File: src/rtl/ata_pio_strobe_pkg.sv
package ata_pio_strobe_pkg;

  typedef enum logic [1:0] {
    PH_IDLE    = 2'd0,
    PH_ACTIVE  = 2'd1,
    PH_RECOVER = 2'd2
  } phase_t;

  // Strobe-low clocks encoded by a nibble: 17 - n (2..17)
  function automatic logic [4:0] active_clocks(input logic [3:0] nib);
    return 5'd17 - {1'b0, nib};
  endfunction

  // Recovery clocks encoded by a nibble: 16 - n (1..16)
  function automatic logic [4:0] recovery_clocks(input logic [3:0] nib);
    return 5'd16 - {1'b0, nib};
  endfunction

  // Reads use the low byte, writes the high byte
  function automatic logic [7:0] dir_byte(input logic [15:0] word, input logic is_wr);
    return is_wr ? word[15:8] : word[7:0];
  endfunction

endpackage

File: src/rtl/ata_tmg_regs.sv
module ata_tmg_regs #(
  parameter int NUM_UNITS   = 4,
  parameter int ADDR_W      = 8,
  parameter int TW          = 16,
  parameter int TIMING_BASE = 'h44,
  parameter int CTRL_ADDR   = 'h42,
  parameter int CTRL_LSB    = 4,
  parameter int BUSY_W      = 2
) (
  input  logic                    clk,
  input  logic                    rst_n,
  input  logic                    cfg_we,
  input  logic [ADDR_W-1:0]       cfg_addr,
  input  logic [TW-1:0]           cfg_wdata,
  input  logic [BUSY_W-1:0]       wb_busy,
  output logic [NUM_UNITS*TW-1:0] tword_all,
  output logic [NUM_UNITS-1:0]    iordy_off
);

  logic                 ctl_pending;
  logic [NUM_UNITS-1:0] ctl_staged;
  logic                 ctl_hit;
  logic                 ctl_commit;

  assign ctl_hit    = cfg_we && (cfg_addr == ADDR_W'(CTRL_ADDR));
  assign ctl_commit = ctl_pending && (wb_busy == '0);

  for (genvar u = 0; u < NUM_UNITS; u++) begin : g_unit
    logic word_hit;
    assign word_hit = cfg_we && (cfg_addr == ADDR_W'(TIMING_BASE + 2 * u));
    always_ff @(posedge clk or negedge rst_n) begin
      if (!rst_n)        tword_all[u*TW +: TW] <= '0;
      else if (word_hit) tword_all[u*TW +: TW] <= cfg_wdata;
    end
  end

  always_ff @(posedge clk or negedge rst_n) begin
    if (!rst_n) begin
      ctl_pending <= 1'b0;
      ctl_staged  <= '0;
      iordy_off   <= '0;
    end else begin
      if (ctl_commit) begin
        iordy_off   <= ctl_staged;
        ctl_pending <= 1'b0;
      end
      if (ctl_hit) begin
        ctl_staged  <= cfg_wdata[CTRL_LSB +: NUM_UNITS];
        ctl_pending <= 1'b1;
      end
    end
  end

endmodule

File: src/rtl/ata_tmg_engine.sv
module ata_tmg_engine
  import ata_pio_strobe_pkg::*;
#(
  parameter int TW = 16,
  parameter int DW = 16
) (
  input  logic          clk,
  input  logic          rst_n,
  input  logic          req_valid,
  input  logic          req_write,
  input  logic [TW-1:0] tword,
  input  logic          iordy_off,
  input  logic          iordy,
  input  logic [DW-1:0] bus_din,
  output logic          req_ack,
  output logic          ior_n,
  output logic          iow_n,
  output logic          done,
  output logic [DW-1:0] rdata
);

  phase_t      phase;
  logic [4:0]  cnt;
  logic [4:0]  rec_len;
  logic        is_wr;
  logic        honor_rdy;
  logic [7:0]  sel_byte;
  logic [4:0]  act_len_in;
  logic [4:0]  rec_len_in;
  logic        ev_accept;
  logic        ev_release;

  assign sel_byte   = dir_byte(tword, req_write);
  assign act_len_in = active_clocks(sel_byte[3:0]);
  assign rec_len_in = recovery_clocks(sel_byte[7:4]);

  assign req_ack    = req_valid && (phase == PH_IDLE);
  assign ev_accept  = req_ack;
  assign ev_release = (phase == PH_ACTIVE) && (cnt == '0) && (!honor_rdy || iordy);

  always_ff @(posedge clk or negedge rst_n) begin
    if (!rst_n) begin
      phase     <= PH_IDLE;
      cnt       <= '0;
      rec_len   <= '0;
      is_wr     <= 1'b0;
      honor_rdy <= 1'b0;
      ior_n     <= 1'b1;
      iow_n     <= 1'b1;
      done      <= 1'b0;
      rdata     <= '0;
    end else begin
      done <= 1'b0;
      unique case (phase)
        PH_IDLE: begin
          if (ev_accept) begin
            phase     <= PH_ACTIVE;
            cnt       <= act_len_in - 5'd1;
            rec_len   <= rec_len_in;
            is_wr     <= req_write;
            honor_rdy <= !iordy_off;
            ior_n     <= req_write;
            iow_n     <= !req_write;
          end
        end
        PH_ACTIVE: begin
          if (cnt != '0) begin
            cnt <= cnt - 5'd1;
          end else if (ev_release) begin
            phase <= PH_RECOVER;
            cnt   <= rec_len - 5'd1;
            ior_n <= 1'b1;
            iow_n <= 1'b1;
            done  <= 1'b1;
            if (!is_wr) rdata <= bus_din;
          end
        end
        PH_RECOVER: begin
          if (cnt != '0) cnt <= cnt - 5'd1;
          else           phase <= PH_IDLE;
        end
        default: phase <= PH_IDLE;
      endcase
    end
  end

endmodule

File: src/rtl/ata_pio_strobe_gen.sv
module ata_pio_strobe_gen #(
  parameter int NUM_CH      = 2,
  parameter int DEV_PER_CH  = 2,
  parameter int DW          = 16,
  parameter int ADDR_W      = 8,
  parameter int TIMING_BASE = 'h44,
  parameter int CTRL_ADDR   = 'h42,
  parameter int BUSY_W      = 2,
  localparam int NUM_UNITS  = NUM_CH * DEV_PER_CH,
  localparam int DEV_W      = (DEV_PER_CH > 1) ? $clog2(DEV_PER_CH) : 1,
  localparam int UNIT_W     = (NUM_UNITS > 1) ? $clog2(NUM_UNITS) : 1,
  localparam int TW         = 16
) (
  input  logic                 clk,
  input  logic                 rst_n,
  input  logic                 cfg_we,
  input  logic [ADDR_W-1:0]    cfg_addr,
  input  logic [TW-1:0]        cfg_wdata,
  input  logic [BUSY_W-1:0]    wb_busy,
  input  logic [NUM_CH-1:0]    req_valid,
  input  logic [NUM_CH*DEV_W-1:0] req_dev,
  input  logic [NUM_CH-1:0]    req_write,
  output logic [NUM_CH-1:0]    req_ack,
  input  logic [NUM_CH-1:0]    iordy,
  input  logic [NUM_CH*DW-1:0] bus_din,
  output logic [NUM_CH-1:0]    ior_n,
  output logic [NUM_CH-1:0]    iow_n,
  output logic [NUM_CH-1:0]    cyc_done,
  output logic [NUM_CH*DW-1:0] rd_data
);

  logic [NUM_UNITS*TW-1:0] tword_all;
  logic [NUM_UNITS-1:0]    iordy_off;

  ata_tmg_regs #(
    .NUM_UNITS(NUM_UNITS), .ADDR_W(ADDR_W), .TW(TW),
    .TIMING_BASE(TIMING_BASE), .CTRL_ADDR(CTRL_ADDR),
    .CTRL_LSB(4), .BUSY_W(BUSY_W)
  ) regs_i (
    .clk(clk), .rst_n(rst_n), .cfg_we(cfg_we), .cfg_addr(cfg_addr),
    .cfg_wdata(cfg_wdata), .wb_busy(wb_busy),
    .tword_all(tword_all), .iordy_off(iordy_off)
  );

  for (genvar c = 0; c < NUM_CH; c++) begin : g_ch
    logic [UNIT_W-1:0] unit_sel;
    logic [TW-1:0]     tword;
    logic              unit_rdy_off;

    assign unit_sel = UNIT_W'(c * DEV_PER_CH) + UNIT_W'(req_dev[c*DEV_W +: DEV_W]);

    always_comb begin
      tword        = '0;
      unit_rdy_off = 1'b0;
      for (int u = 0; u < NUM_UNITS; u++) begin
        if (unit_sel == UNIT_W'(u)) begin
          tword        = tword_all[u*TW +: TW];
          unit_rdy_off = iordy_off[u];
        end
      end
    end

    ata_tmg_engine #(.TW(TW), .DW(DW)) eng_i (
      .clk(clk), .rst_n(rst_n),
      .req_valid(req_valid[c]), .req_write(req_write[c]),
      .tword(tword), .iordy_off(unit_rdy_off), .iordy(iordy[c]),
      .bus_din(bus_din[c*DW +: DW]),
      .req_ack(req_ack[c]), .ior_n(ior_n[c]), .iow_n(iow_n[c]),
      .done(cyc_done[c]), .rdata(rd_data[c*DW +: DW])
    );
  end

endmodule

File: config.mk
export PLATFORM = sky130hd
export DESIGN_NAME = ata_pio_strobe_gen
export DESIGN_NICKNAME = d
export VERILOG_FILES = /design/src/rtl/ata_pio_strobe_pkg.sv /design/src/rtl/ata_tmg_regs.sv /design/src/rtl/ata_tmg_engine.sv /design/src/rtl/ata_pio_strobe_gen.sv
export SDC_FILE = /design/constraint.sdc
export NUM_CORES = 1
export LEC_CHECK = 0
export ABC_AREA = 1
export BUFFER_PORTS_ARGS = -buffer_cell sky130_fd_sc_hd__buf_2
export CAP_MARGIN = 20
export CORE_MARGIN = 5
export CORE_UTILIZATION = 57
export DETAILED_ROUTE_END_ITERATION = 8
export PLACE_DENSITY = 0.88
export SETUP_SLACK_MARGIN = 0.5
export SKIP_CTS_REPAIR_TIMING = 1
export SLEW_MARGIN = 20
export SYNTH_ARGS = -nofsm -noshare
export SYNTH_HDL_FRONTEND = slang
export SYNTH_SLANG_ARGS = --single-unit
File: constraint.sdc
create_clock -name clk -period 1.9 [get_ports clk]
set_input_delay 0.285 -clock clk [delete_from_list [all_inputs] [get_ports clk]]
set_output_delay 0.285 -clock clk [all_outputs]
set_load 0.005 [all_outputs]
==> metrics.md <==
| Metric | Value |
|---|---|
| Total core area | `0.01191 mm²` |
| Layout Nets | `1061` |
| All-Layer GR Usage | `0.2297` |
| First-pass GRT wire length | `26.64 mm` |
| Outcome | `finished, final reports clean` |
| Die Wd | `119.6 µm` |
| Detailed-route via count | `6306` |
| Reg-to-reg setup timing slack | `240 ps` |
| Fin crit period | `1732 ps` |
| Placed cell count | `1068` |
| HPWL after DPL | `11.06 mm` |
| Largest net degree at the start of global routing | `49` |
| DRT antenna net count | `0` |
| I/O Pins | `109` |
| Register area | `0.003485 mm²` |
| Unrepaired setup endpoints after global routing | `true` |
| Yosys Warn Count | `0` |
| FF-to-FF path depth | `8` |
| Synth Area in Compound Gates | `0.1107` |
| Worst EP arrival | `1450 ps` |
| Maximum vdd drop | `0.0006574 V` |
| Dpl cell area | `0.007645 mm²` |
| Slew margin rel. | `0.6113` |
| Number of global-route vias before repair | `5671` |
| Hold path cells | `3` |
| Seq/Total Area, Yosys | `0.5087` |
| #FFs+latches synth | `139` |
| Max Root-Sink Buffers | `2` |
| Critical path launch point | `g_ch[0].eng_i.phase[1]` |
| FILL cells | `796` |
| Syn Inst Count | `835` |
| Antenna Cells | `0` |
| CTS tree | `yes` |
| Synth Area in Adders | `0.03472` |
| CP Data Required Time | `1620 ps` |
| Worst path buffer plus inverter count | `3` |
| # rows | `40` |
| DIE AREA | `0.01431 mm²` |
| Worst-Skew Late Latency | `420 ps` |
| RR Startpoint | `g_ch[1].eng_i.phase[0]` |
| CP Class | `flip-flop to primary output` |
| DRT iter0 DRCs | `774` |
| CTS root buf | `clkbuf_16` |
| Antenna violations before repair | `0` |
| Setup violators final | `0` |
| Hold Fails Final Rpt | `0` |
| CP Capture Type | `primary output` |
| Max FO, Critical Path | `6` |
| Max-Cap Viols | `0` |
| Cell Area, Synth | `0.006848 mm²` |
| H-tree depth | `4` |
| Vias/cell | `5.576` |
| Slew Viols, Final | `0` |
| Delay of the slowest critical-path stage | `420 ps` |
| Crit-path leading delay family | `flip-flops` |
| Xor and xnor area share after synthesis | `0.01663` |
| Util after Layout | `0.7479` |
| Final TNS setup | `0 ps` |
| Area Overhead vs Synth | `30.09%` |
| Crit path max-delay cell type | `dfrtp_1` |
| Total gr overflow | `0` |
| Crit-path cells | `inv_2 -> ha_4 -> nand2_8 -> inv_8 -> buf_6` |
| Total Wirelength | `18.88 mm` |
| Hold_sp | `bus_din[5]` |
| Total power | `0.01251 W` |
| Mux share of post-synthesis cell area | `0` |
| Final instance area | `0.008909 mm²` |
| Clock transition at path regs | `60 ps` |
| Startpoint type of the worst setup path | `flip-flop` |
| R2r endpoint | `g_ch[1].eng_i.cnt[1]` |
| Hold endpoint | `g_ch[0].eng_i.rdata[5]` |
| Worst path depth | `5` |
| Syn_area_per_cell | `8.201 µm²` |
| Gpl congestion | `0.9078` |
| Fmax | `577.5 MHz` |
| Pre-antenna DRT Iters | `6` |
| Post-Synth Simple-Gate Area | `0.2503` |
| Clock sink count | `139` |
| Period Utilization, post-route | `0.9113` |
| Share of layout cells above drive strength 1 | `0.3130` |
| Initial core utilization | `0.5749` |
| Layout Skew | `8.017 ps` |
| Cell variety after synth | `36` |
| Pwr dens | `1404 mW/mm²` |
| Syn nets | `923` |
| Routed wire per std cell | `16.69 µm` |
| I/O Buffers | `108` |
| Die H | `119.6 µm` |
| Leakage | `4.460 nW` |
| Actual slew at the worst max-slew pin | `581.8 ps` |
| Hold Crit Class | `input pin to flip-flop` |
| Final Non-Filler Cells | `1131` |
| Area of the multi-input gates | `0.003309 mm²` |
| CTS Buf Count | `17` |
| Largest family of logic cells by synthesized area | `simple AND/OR/NAND/NOR gates` |
| Residual DRC count | `0` |
[how the worst max path moves through the flow]
stage                                   end  slack, ps
detailed placement     g_ch[0].eng_i.cnt[2]        220
global placement       g_ch[0].eng_i.cnt[2]        300
global route                     req_ack[0]        130
floorplan           g_ch[1].eng_i.rdata[10]        370
finish                           req_ack[0]        170
CTS                              req_ack[1]        -40
[placed cells by master (no fill, tap or decap), types with 5 or more instances in the layout]
master and instances:
clkbuf_16 18, ha_1 11, dfrtp_1 134, nand3_1 62
nand3_2 20, nor2_1 19, clkinv_2 5, buf_6 10
clkbuf_8 5, ha_4 6, buf_4 31, nand4_1 5
nand2_4 5, nand2_1 249, o21ai_0 86, nor2_4 8
inv_1 68, o21ai_1 14, o21ai_2 20, buf_2 105
xor2_1 9, nand2_2 20, inv_2 11
[worst min-delay path, delay by kind of cell]
kind | cells | cell delay [ps]
buffers and inverters | 1 | 80
AND/OR/NAND/NOR | 2 | 110
[per-stage QoR]
stage / hold slack [ps] / setup slack [ps]
2_1_floorplan: -10.59 / 367.0
4_1_cts: -230.1 / -36.28
3_5_place_dp: 208.8 / 222.9
3_3_place_gp: 208.1 / 302.2
6_report: 92.09 / 168.5
5_1_grt: 84.75 / 126.2
[layer usage]
metal  part of all wire  GRT usage  up-vias
met1               0.41     0.3107     2987
met3              0.068    0.05419       55
li1                   -          -     2951
met5                  0          0        -
met4              0.033    0.07373        0
met2               0.49     0.3686      313
[report_power, final]
group | internal [W] | switching [W]
logic | 0.00223 | 0.00301
registers | 0.00365 | 0.000466
clock network | 0.00195 | 0.00120
total | 0.00783 | 0.00468
[cell type report]
type | count | area share
Sequential cell | 139 | 0.3912
Inverter | 89 | 0.04284
Clock inverter | 7 | 0.007303
Multi-Input combinational cell | 574 | 0.3715
Timing Repair Buffer | 152 | 0.1107
Tap cell | 147 | 0.02065
Clock buffer | 23 | 0.05590
[cell families (layout without fill, tap and decap cells)]
kind of cell | count (synthesis) | after routing
and+or+nand+nor | 405 | 407
AOI/OAI and AO/OA | 135 | 135
xor gates and xnor gates | 13 | 13
DFF | 139 | 139
adders and majority gates | 19 | 19
buffers and inverters | 124 | 271
[synthesized netlist by cell type]
cell type  count  area (µm²)
nor2_4         1       11.26
o21ai_2       16       140.1
nand2_2        2       12.51
o21ai_0      105       525.5
inv_2          4       15.01
nand3_2        1       10.01
nand4_1        5       31.28
o22ai_1        1       6.260
dfrtp_1      135        3378
ha_1          19       237.7
buf_2          6       30.03
nor3_1         2       10.01
o22a_1         1       8.760
xor2_1         9       78.83
nor3_4         1       16.27
nor3b_1        1       7.510
a21oi_1        4       20.02
a21boi_0       1       7.510
nor2_1        23       86.33
buf_6          4       45.04
a22oi_1        1       7.510
o211ai_1       4       30.03
or2_2          3       18.77
clkinv_1       5       18.77
inv_1         80       300.3
o21bai_1       1       7.510
clkbuf_1      15       56.30
nand3_1       85       425.4
dfstp_2        4       105.1
xnor2_1        4       35.03
nand2_1      275        1032
o21ai_1        1       5.000
or2_1          1       6.260
nor4_4         1       21.27
buf_4         10       75.07
nor2_2         4       25.02
[registers in the layout, indices dropped and copies added (netlist names)]
register	count
g_ch.eng_i.phase	4
regs_i.tword_all	64
g_ch.eng_i.is_wr	2
g_ch.eng_i.done	2
g_ch.eng_i.ior_n	2
g_ch.eng_i.rdata	32
regs_i.iordy_off	4
regs_i.ctl_pending	1
g_ch.eng_i.iow_n	2
g_ch.eng_i.honor_rdy	2
g_ch.eng_i.rec_len	10
regs_i.ctl_staged	4
g_ch.eng_i.cnt	10
Power figures use the tool's default switching activity.
